===== config.mk =====
export PLATFORM = sky130hd
export DESIGN_NAME = irq_vector_unit
export DESIGN_NICKNAME = d
export VERILOG_FILES = /design/src/rtl/irqv_pkg.sv /design/src/rtl/irqv_pending.sv /design/src/rtl/irqv_eligible.sv /design/src/rtl/irqv_prio.sv /design/src/rtl/irq_vector_unit.sv
export SDC_FILE = /design/constraint.sdc
export NUM_CORES = 1
export LEC_CHECK = 0
export ABC_AREA = 1
export BUFFER_PORTS_ARGS = -buffer_cell sky130_fd_sc_hd__buf_4
export CORE_ASPECT_RATIO = 1.75
export CORE_MARGIN = 3
export CORE_UTILIZATION = 48
export CTS_CLUSTER_DIAMETER = 150
export DETAILED_ROUTE_END_ITERATION = 10
export PLACE_DENSITY = 0.79
export RECOVER_POWER = 50
export SETUP_SLACK_MARGIN = 0.02
export SLEW_MARGIN = 40
export SYNTH_ARGS = -nofsm -noshare
export SYNTH_HDL_FRONTEND = slang
export SYNTH_SLANG_ARGS = --single-unit

===== constraint.sdc =====
create_clock -name clk -period 2.95 [get_ports clk]
set_clock_uncertainty 0.05 [all_clocks]
set_input_delay 0.1475 -clock clk [delete_from_list [all_inputs] [get_ports clk]]
set_output_delay 0.1475 -clock clk [all_outputs]
set_load 0.01 [all_outputs]

===== src/rtl/irqv_pkg.sv =====
package irqv_pkg;

  typedef enum logic [1:0] {
    ACT_NONE  = 2'd0,
    ACT_TAKE  = 2'd1,
    ACT_RESET = 2'd2
  } irqv_act_e;

endpackage


===== src/rtl/irqv_pending.sv =====
module irqv_pending #(
  parameter int NSRC = 8
) (
  input  logic            clk,
  input  logic            rst_n,
  input  logic [NSRC-1:0] raise_i,
  input  logic [NSRC-1:0] clear_i,
  input  logic [NSRC-1:0] consume_i,
  output logic [NSRC-1:0] pend_o
);

  logic [NSRC-1:0] pend_q;
  logic [NSRC-1:0] pend_d;

  // raise has priority over clear and over consumption by the arbiter
  always_comb begin
    pend_d = (pend_q & ~clear_i & ~consume_i) | raise_i;
  end

  always_ff @(posedge clk or negedge rst_n) begin
    if (!rst_n) begin
      pend_q <= '0;
    end else begin
      pend_q <= pend_d;
    end
  end

  assign pend_o = pend_q;

  AST_RAISE_STICKS: assert property (@(posedge clk) disable iff (!rst_n)
    (raise_i != '0) |=> (($past(raise_i) & ~pend_q) == '0));

endmodule


===== src/rtl/irqv_eligible.sv =====
module irqv_eligible #(
  parameter int                      NSRC       = 8,
  parameter int                      MODE_W     = 3,
  parameter logic [NSRC*MODE_W-1:0]  WAKE_MASKS = '1
) (
  input  logic [NSRC-1:0]   pend_i,
  input  logic              asleep_i,
  input  logic [MODE_W-1:0] sleep_mode_i,
  output logic [NSRC-1:0]   elig_o
);

  for (genvar k = 0; k < NSRC; k++) begin : g_src
    localparam logic [MODE_W-1:0] MASK_K = WAKE_MASKS[k*MODE_W +: MODE_W];
    logic wakes;
    assign wakes     = |(MASK_K & sleep_mode_i);
    assign elig_o[k] = pend_i[k] & (~asleep_i | wakes);
  end

endmodule


===== src/rtl/irqv_prio.sv =====
module irqv_prio #(
  parameter int NSRC  = 8,
  parameter int IDX_W = $clog2(NSRC)
) (
  input  logic [NSRC-1:0]  req_i,
  output logic             any_o,
  output logic [IDX_W-1:0] idx_o,
  output logic [NSRC-1:0]  grant_o
);

  // lowest index wins: scan downward so the last hit is the smallest
  always_comb begin
    idx_o = '0;
    for (int i = NSRC - 1; i >= 0; i--) begin
      if (req_i[i]) begin
        idx_o = IDX_W'(i);
      end
    end
  end

  always_comb begin
    grant_o = '0;
    if (any_o) begin
      grant_o[idx_o] = 1'b1;
    end
  end

  assign any_o = |req_i;

endmodule


===== src/rtl/irq_vector_unit.sv =====
module irq_vector_unit #(
  parameter int                     NSRC       = 8,
  parameter int                     MODE_W     = 3,
  parameter int                     PC_W       = 16,
  parameter int                     SLOT_WORDS = 1,
  parameter logic [NSRC*MODE_W-1:0] WAKE_MASKS = 24'hA3388F
) (
  input  logic                    clk,
  input  logic                    rst_n,
  input  logic [NSRC-1:0]         raise_i,
  input  logic [NSRC-1:0]         clear_i,
  input  logic                    step_done_i,
  input  logic                    last_reti_i,
  input  logic                    asleep_i,
  input  logic [MODE_W-1:0]       sleep_mode_i,
  input  logic                    iflag_i,
  input  logic [PC_W-1:0]         cur_pc_i,
  input  logic [PC_W-1:0]         vec_base_i,
  output logic                    take_irq_o,
  output logic                    core_reset_o,
  output logic [$clog2(NSRC)-1:0] irq_idx_o,
  output logic [PC_W-1:0]         push_pc_o,
  output logic [PC_W-1:0]         new_pc_o,
  output logic [1:0]              push_bytes_o
);

  import irqv_pkg::*;

  localparam int IDX_W    = $clog2(NSRC);
  localparam int PC_BYTES = (PC_W + 7) / 8;

  logic [NSRC-1:0]  pend;
  logic [NSRC-1:0]  elig;
  logic [NSRC-1:0]  grant;
  logic [NSRC-1:0]  consume;
  logic             any_elig;
  logic [IDX_W-1:0] win_idx;
  logic [PC_W-1:0]  slot_addr;
  logic [PC_W-1:0]  vec_addr;
  logic             arb_en;
  irqv_act_e        act;
  logic             upd_en;

  logic             take_q,  take_d;
  logic             rst_q,   rst_d;
  logic [IDX_W-1:0] idx_q,   idx_d;
  logic [PC_W-1:0]  push_q,  push_d;
  logic [PC_W-1:0]  npc_q,   npc_d;

  irqv_pending #(.NSRC(NSRC)) u_pend (
    .clk       (clk),
    .rst_n     (rst_n),
    .raise_i   (raise_i),
    .clear_i   (clear_i),
    .consume_i (consume),
    .pend_o    (pend)
  );

  irqv_eligible #(.NSRC(NSRC), .MODE_W(MODE_W), .WAKE_MASKS(WAKE_MASKS)) u_elig (
    .pend_i       (pend),
    .asleep_i     (asleep_i),
    .sleep_mode_i (sleep_mode_i),
    .elig_o       (elig)
  );

  irqv_prio #(.NSRC(NSRC), .IDX_W(IDX_W)) u_prio (
    .req_i   (elig),
    .any_o   (any_elig),
    .idx_o   (win_idx),
    .grant_o (grant)
  );

  // vector word address = index * slot size
  if (SLOT_WORDS == 2) begin : g_slot2
    assign slot_addr = PC_W'({win_idx, 1'b0});
  end else begin : g_slot1
    assign slot_addr = PC_W'(win_idx);
  end

  assign vec_addr = slot_addr + vec_base_i;
  assign arb_en   = step_done_i & ~last_reti_i;

  always_comb begin
    act = ACT_NONE;
    if (arb_en && any_elig) begin
      if (win_idx == '0) begin
        act = ACT_RESET;
      end else if (iflag_i) begin
        act = ACT_TAKE;
      end
    end
  end

  always_comb begin
    unique case (act)
      ACT_TAKE:  consume = grant;
      ACT_RESET: consume = '1;
      default:   consume = '0;
    endcase
  end

  // next-state for the command registers
  always_comb begin
    upd_en = (act != ACT_NONE);
    take_d = (act == ACT_TAKE);
    rst_d  = (act == ACT_RESET);
    idx_d  = idx_q;
    push_d = push_q;
    npc_d  = npc_q;
    if (act == ACT_TAKE) begin
      idx_d  = win_idx;
      push_d = cur_pc_i;
      npc_d  = vec_addr;
    end else if (act == ACT_RESET) begin
      idx_d  = '0;
      npc_d  = '0;
    end
  end

  always_ff @(posedge clk or negedge rst_n) begin
    if (!rst_n) begin
      take_q <= 1'b0;
      rst_q  <= 1'b0;
      idx_q  <= '0;
      push_q <= '0;
      npc_q  <= '0;
    end else begin
      take_q <= take_d;
      rst_q  <= rst_d;
      if (upd_en) begin
        idx_q  <= idx_d;
        push_q <= push_d;
        npc_q  <= npc_d;
      end
    end
  end

  assign take_irq_o   = take_q;
  assign core_reset_o = rst_q;
  assign irq_idx_o    = idx_q;
  assign push_pc_o    = push_q;
  assign new_pc_o     = npc_q;
  assign push_bytes_o = 2'(PC_BYTES);

  // copy of the previous raise strobes, used by the checks below
  logic [NSRC-1:0] raise_prev;
  always_ff @(posedge clk or negedge rst_n) begin
    if (!rst_n) begin
      raise_prev <= '0;
    end else begin
      raise_prev <= raise_i;
    end
  end

  AST_SINGLE_ACTION: assert property (@(posedge clk) disable iff (!rst_n)
    !(take_irq_o && core_reset_o));

  AST_TAKE_NEEDS_IFLAG: assert property (@(posedge clk) disable iff (!rst_n)
    take_irq_o |-> $past(iflag_i));

  AST_ACT_NEEDS_STEP: assert property (@(posedge clk) disable iff (!rst_n)
    (take_irq_o || core_reset_o) |-> $past(step_done_i));

  AST_RETI_GAP: assert property (@(posedge clk) disable iff (!rst_n)
    (step_done_i && last_reti_i) |=> (!take_irq_o && !core_reset_o));

  AST_PUSH_PC: assert property (@(posedge clk) disable iff (!rst_n)
    take_irq_o |-> (push_pc_o == $past(cur_pc_i)));

  AST_ACCEPT_CLEARS: assert property (@(posedge clk) disable iff (!rst_n)
    take_irq_o |-> (pend[irq_idx_o] == raise_prev[irq_idx_o]));

  AST_RESET_FLUSH: assert property (@(posedge clk) disable iff (!rst_n)
    core_reset_o |-> (((pend & ~raise_prev) == '0) && (new_pc_o == '0)));

endmodule


==> out/results.md <==
| Quantity | This run |
| --- | --- |
| Clock Sinks | 45 |
| Clock latency reported for the late side of the worst-skew pair | 0.30 ns |
| Crit-path max FO | 11 |
| Area of the core region | 4750 sq um |
| Area overhead of the layout relative to synthesis | 43.0% |
| Final period demand of the worst path | 2.70 ns |
| Power after layout | 1700 uW |
| Commonest register cell after synthesis | dfrtp_1 |
| Total length of routed wires | 6.48 mm |
| Drt wl/cell | 13.6 microns |
| Horizontal die dimension | 59.3 microns |
| Maximum clock path buffer count | 2 |
| Hold path start | raise_i[2] |
| Sum of negative setup slack | 0 ns |
| Category of the most critical setup path | flip-flop to flip-flop |
| Detailed placer's ending HPWL | 4.63 mm |
| DRC viols | 0 |
| Power Dens Cells | 499 nW/um^2 |
| Slew margin rel. | 0.260 |
| Worst reg2reg startpoint | u_pend.pend_o[1] |
| Slew at the pin closest to its max-slew limit | 1.11 ns |
| Final number of hold-violating endpoints | 0 |
| Iteration count of the initial detailed-routing pass | 4 |
| EDFF count, synth | 0 |
| Cell count after synthesis | 304 |
| Final Cycle Share | 0.915 |
| Effective utilization at floorplan | 0.503 |
| Max Fclk | 370 MHz |
| Max capacitance violation total | 0 |
| Worst min-delay path class | input pin to flip-flop |
| Wire length of the first global-routing pass | 10.5 mm |
| Number of vias after detailed routing | 2,446 |
| Area of the die | 5890 sq um |
| Layout cell share with drive strength beyond 1 | 0.246 |
| Fill count | 388 |
| Final RePlAce weighted congestion | 0.908 |
| Vias per inst | 5.15 |
| Register-to-register setup slack | 0.25 ns |
| Via count of the first global-routing pass | 2,479 |
| Area occupied by multi-input gates | 1100 sq um |
| H-tree levels | 2 |
| Net count after synthesis | 367 |
| Pleak | 0.00181 uW |
| Number of CTS-inserted buffers | 5 |
| Post-CTS repair timing setup buffer count | 0 |
| GR Overflow Total | 0 |
| Number of warning messages in the yosys log | 0 |
| Depth of the most critical reg-to-reg path | 15 |
| Proportion of register bits with asynchronous set or reset after synthesis | 1.00 |
| Worst IR drop on VDD | 0.574 mV |
| Die Height | 99.3 microns |
| Root cell of the clock tree | clkbuf_8 |
| Cell row count | 33 |
| Combined global-route utilization of all metal layers | 0.231 |
| Endpoint required time on the critical path | 3.09 ns |
| Setup-violating endpoint count in the final report | 0 |
| Share of the core filled with cells | 0.720 |
| Antenna violations before repair | 0 |
| Placement-stage cell area | 3140 sq um |
| I/O pins | 96 |
| Seq. cell area | 1130 sq um |
| Sequential cell area fraction in the yosys report | 0.471 |
| Routed Antenna Nets | 0 |
| Syn_area_per_cell | 7.86 sq um |
| Cell area after layout | 3420 sq um |
| Critical path launch point type | flip-flop |
| Count of input and output buffers | 93 |
| Register bit count reported by yosys | 45 |
| Outcome | finished, final reports clean |
| Yosys cell types | 35 |
| Max-slew violation total from the final report | 0 |
| DRC marker count from the first detailed-route iteration | 111 |
| Largest net degree at the start of global routing | 46 |
| WHS Path Cells | 3 |
| Data arrival time of the worst path | 2.84 ns |
| Post-Syn Area | 2390 sq um |
| Clock slew at the register clock pins of the worst setup and hold paths | 0.08 ns |
| Capturing point of the worst reg2reg path | u_pend.pend_o[5] |
| TritonCTS clock tree | built |
| Endpoint with the worst hold slack | u_pend.pend_o[2] |
| Final antenna diode count | 0 |
| Number of nets in the layout | 485 |
| Type of destination of the critical path | flip-flop |
| Unrepaired setup endpoints after global routing | false |
==> routing by layer <==
metal	part of all wire	track usage	up-vias
li1	-	-	1198
met1	0.38	0.257	1142
met2	0.54	0.409	88
met3	0.056	0.0403	18
met4	0.030	0.108	0
met5	0	0	-
==> cell type report <==
class,instances,area share
Clock buffer,7,0.0253
Tap cell,52,0.0190
Timing Repair Buffer,119,0.258
Clock inverter,1,0.00879
Sequential cell,45,0.330
Multi-Input combinational cell,218,0.323
Inverter,33,0.0363
==> Yosys cell counts, types with 5 or more instances <==
cell type    n  share of area
nand3_1     16          0.034
nor2_1      13          0.020
a21oi_1      8          0.017
o21ai_0     11          0.023
ha_1         5          0.026
nand2_2      6          0.016
nor3b_1      6          0.019
nand4_1      5          0.013
a22o_1       5          0.018
dfrtp_1     45           0.47
nand2_1    117           0.18
inv_1       32          0.050
==> cell usage in the layout, fill, tap and decap left out, types with 2 or more instances in the layout <==
cell type / instances
inv_1: 32
nor2_4: 2
a31o_2: 2
nand3_1: 16
dlygate4sd3_1: 23
a22o_1: 5
o21ai_1: 2
nor2_1: 13
nand4_1: 5
nor3b_1: 6
ha_1: 5
buf_4: 77
nand2_2: 5
nor2_2: 3
conb_1: 2
dfrtp_1: 45
clkbuf_1: 19
a21oi_1: 8
nand2_1: 117
o31ai_1: 3
clkbuf_8: 6
o21ai_0: 11
==> critical path, cell delays in order (launching register included) <==
cell and delay (ns):
dfrtp_1 0.39, nand2_2 0.10, inv_1 0.06, a21oi_1 0.21, nand3_1 0.15, nand2_2 0.14, nor2_2 0.07, nand2_1 0.06
nand3_1 0.07, ha_1 0.46, nor2_2 0.21, nand2_1 0.11, nor3_2 0.27, nand3_1 0.12, nand2_1 0.07, nand2_1 0.04
==> through the flow <==
| stage | hold WS [ns] | std cells | worst slack [ns] |
|---|---|---|---|
| final | 0.00324 | 475 | 0.250 |
| after detailed placement | 0.133 | 444 | 0.303 |
| after CTS | 0.000931 | 475 | 0.285 |
| after floorplan | -0.198 | 304 | 0.624 |
| after global placement | 0.129 | 444 | 0.357 |
| after global routing | 0.0107 | 475 | 0.0244 |
==> registers in the layout (all words and copies together) (netlist names) <==
name	cells
new_pc_o	16
push_pc_o	16
u_pend.pend_o	8
irq_idx_o	3
core_reset_o	1
take_irq_o	1
==> logic make-up after synthesis <==
family                     after synthesis  synth area share
and+or+nand+nor                        174             0.326
DFF                                     45             0.471
buffers and inverters                   41            0.0686
AOI/OAI and AO/OA                       36            0.0969
adders and majority gates                6            0.0346
other                                    2           0.00314
==> how the worst max path moves through the flow <==
stage	slack [ns]	endpoint	start	depth (start not counted)
2_1_floorplan	0.62	u_pend.pend_o[5]	u_pend.pend_o[1]	16
3_3_place_gp	0.36	new_pc_o[14]	u_pend.pend_o[6]	19
3_5_place_dp	0.30	new_pc_o[14]	u_pend.pend_o[6]	19
4_1_cts	0.29	u_pend.pend_o[5]	u_pend.pend_o[1]	15
5_1_grt	0.02	new_pc_o[14]	u_pend.pend_o[6]	19
6_report	0.25	u_pend.pend_o[5]	u_pend.pend_o[1]	15
==> power by group <==
group,leakage [uW],switching [uW],total (uW),internal [uW]
combinational,0.00118,242,458,216
clock,0.0000585,207,483,276
sequential,0.000580,54.1,763,708
total,0.00181,502,1700,1200
==> timing repair <==
item / 4_1_cts / 5_1_grt
hold endpoints to repair: 67 / 0
endpoints found under the setup margin: 0 / 1
gates resized for setup: 0 / 1
hold buffers: 23 / 0
Note: power is estimated with default switching activity, not from simulation.
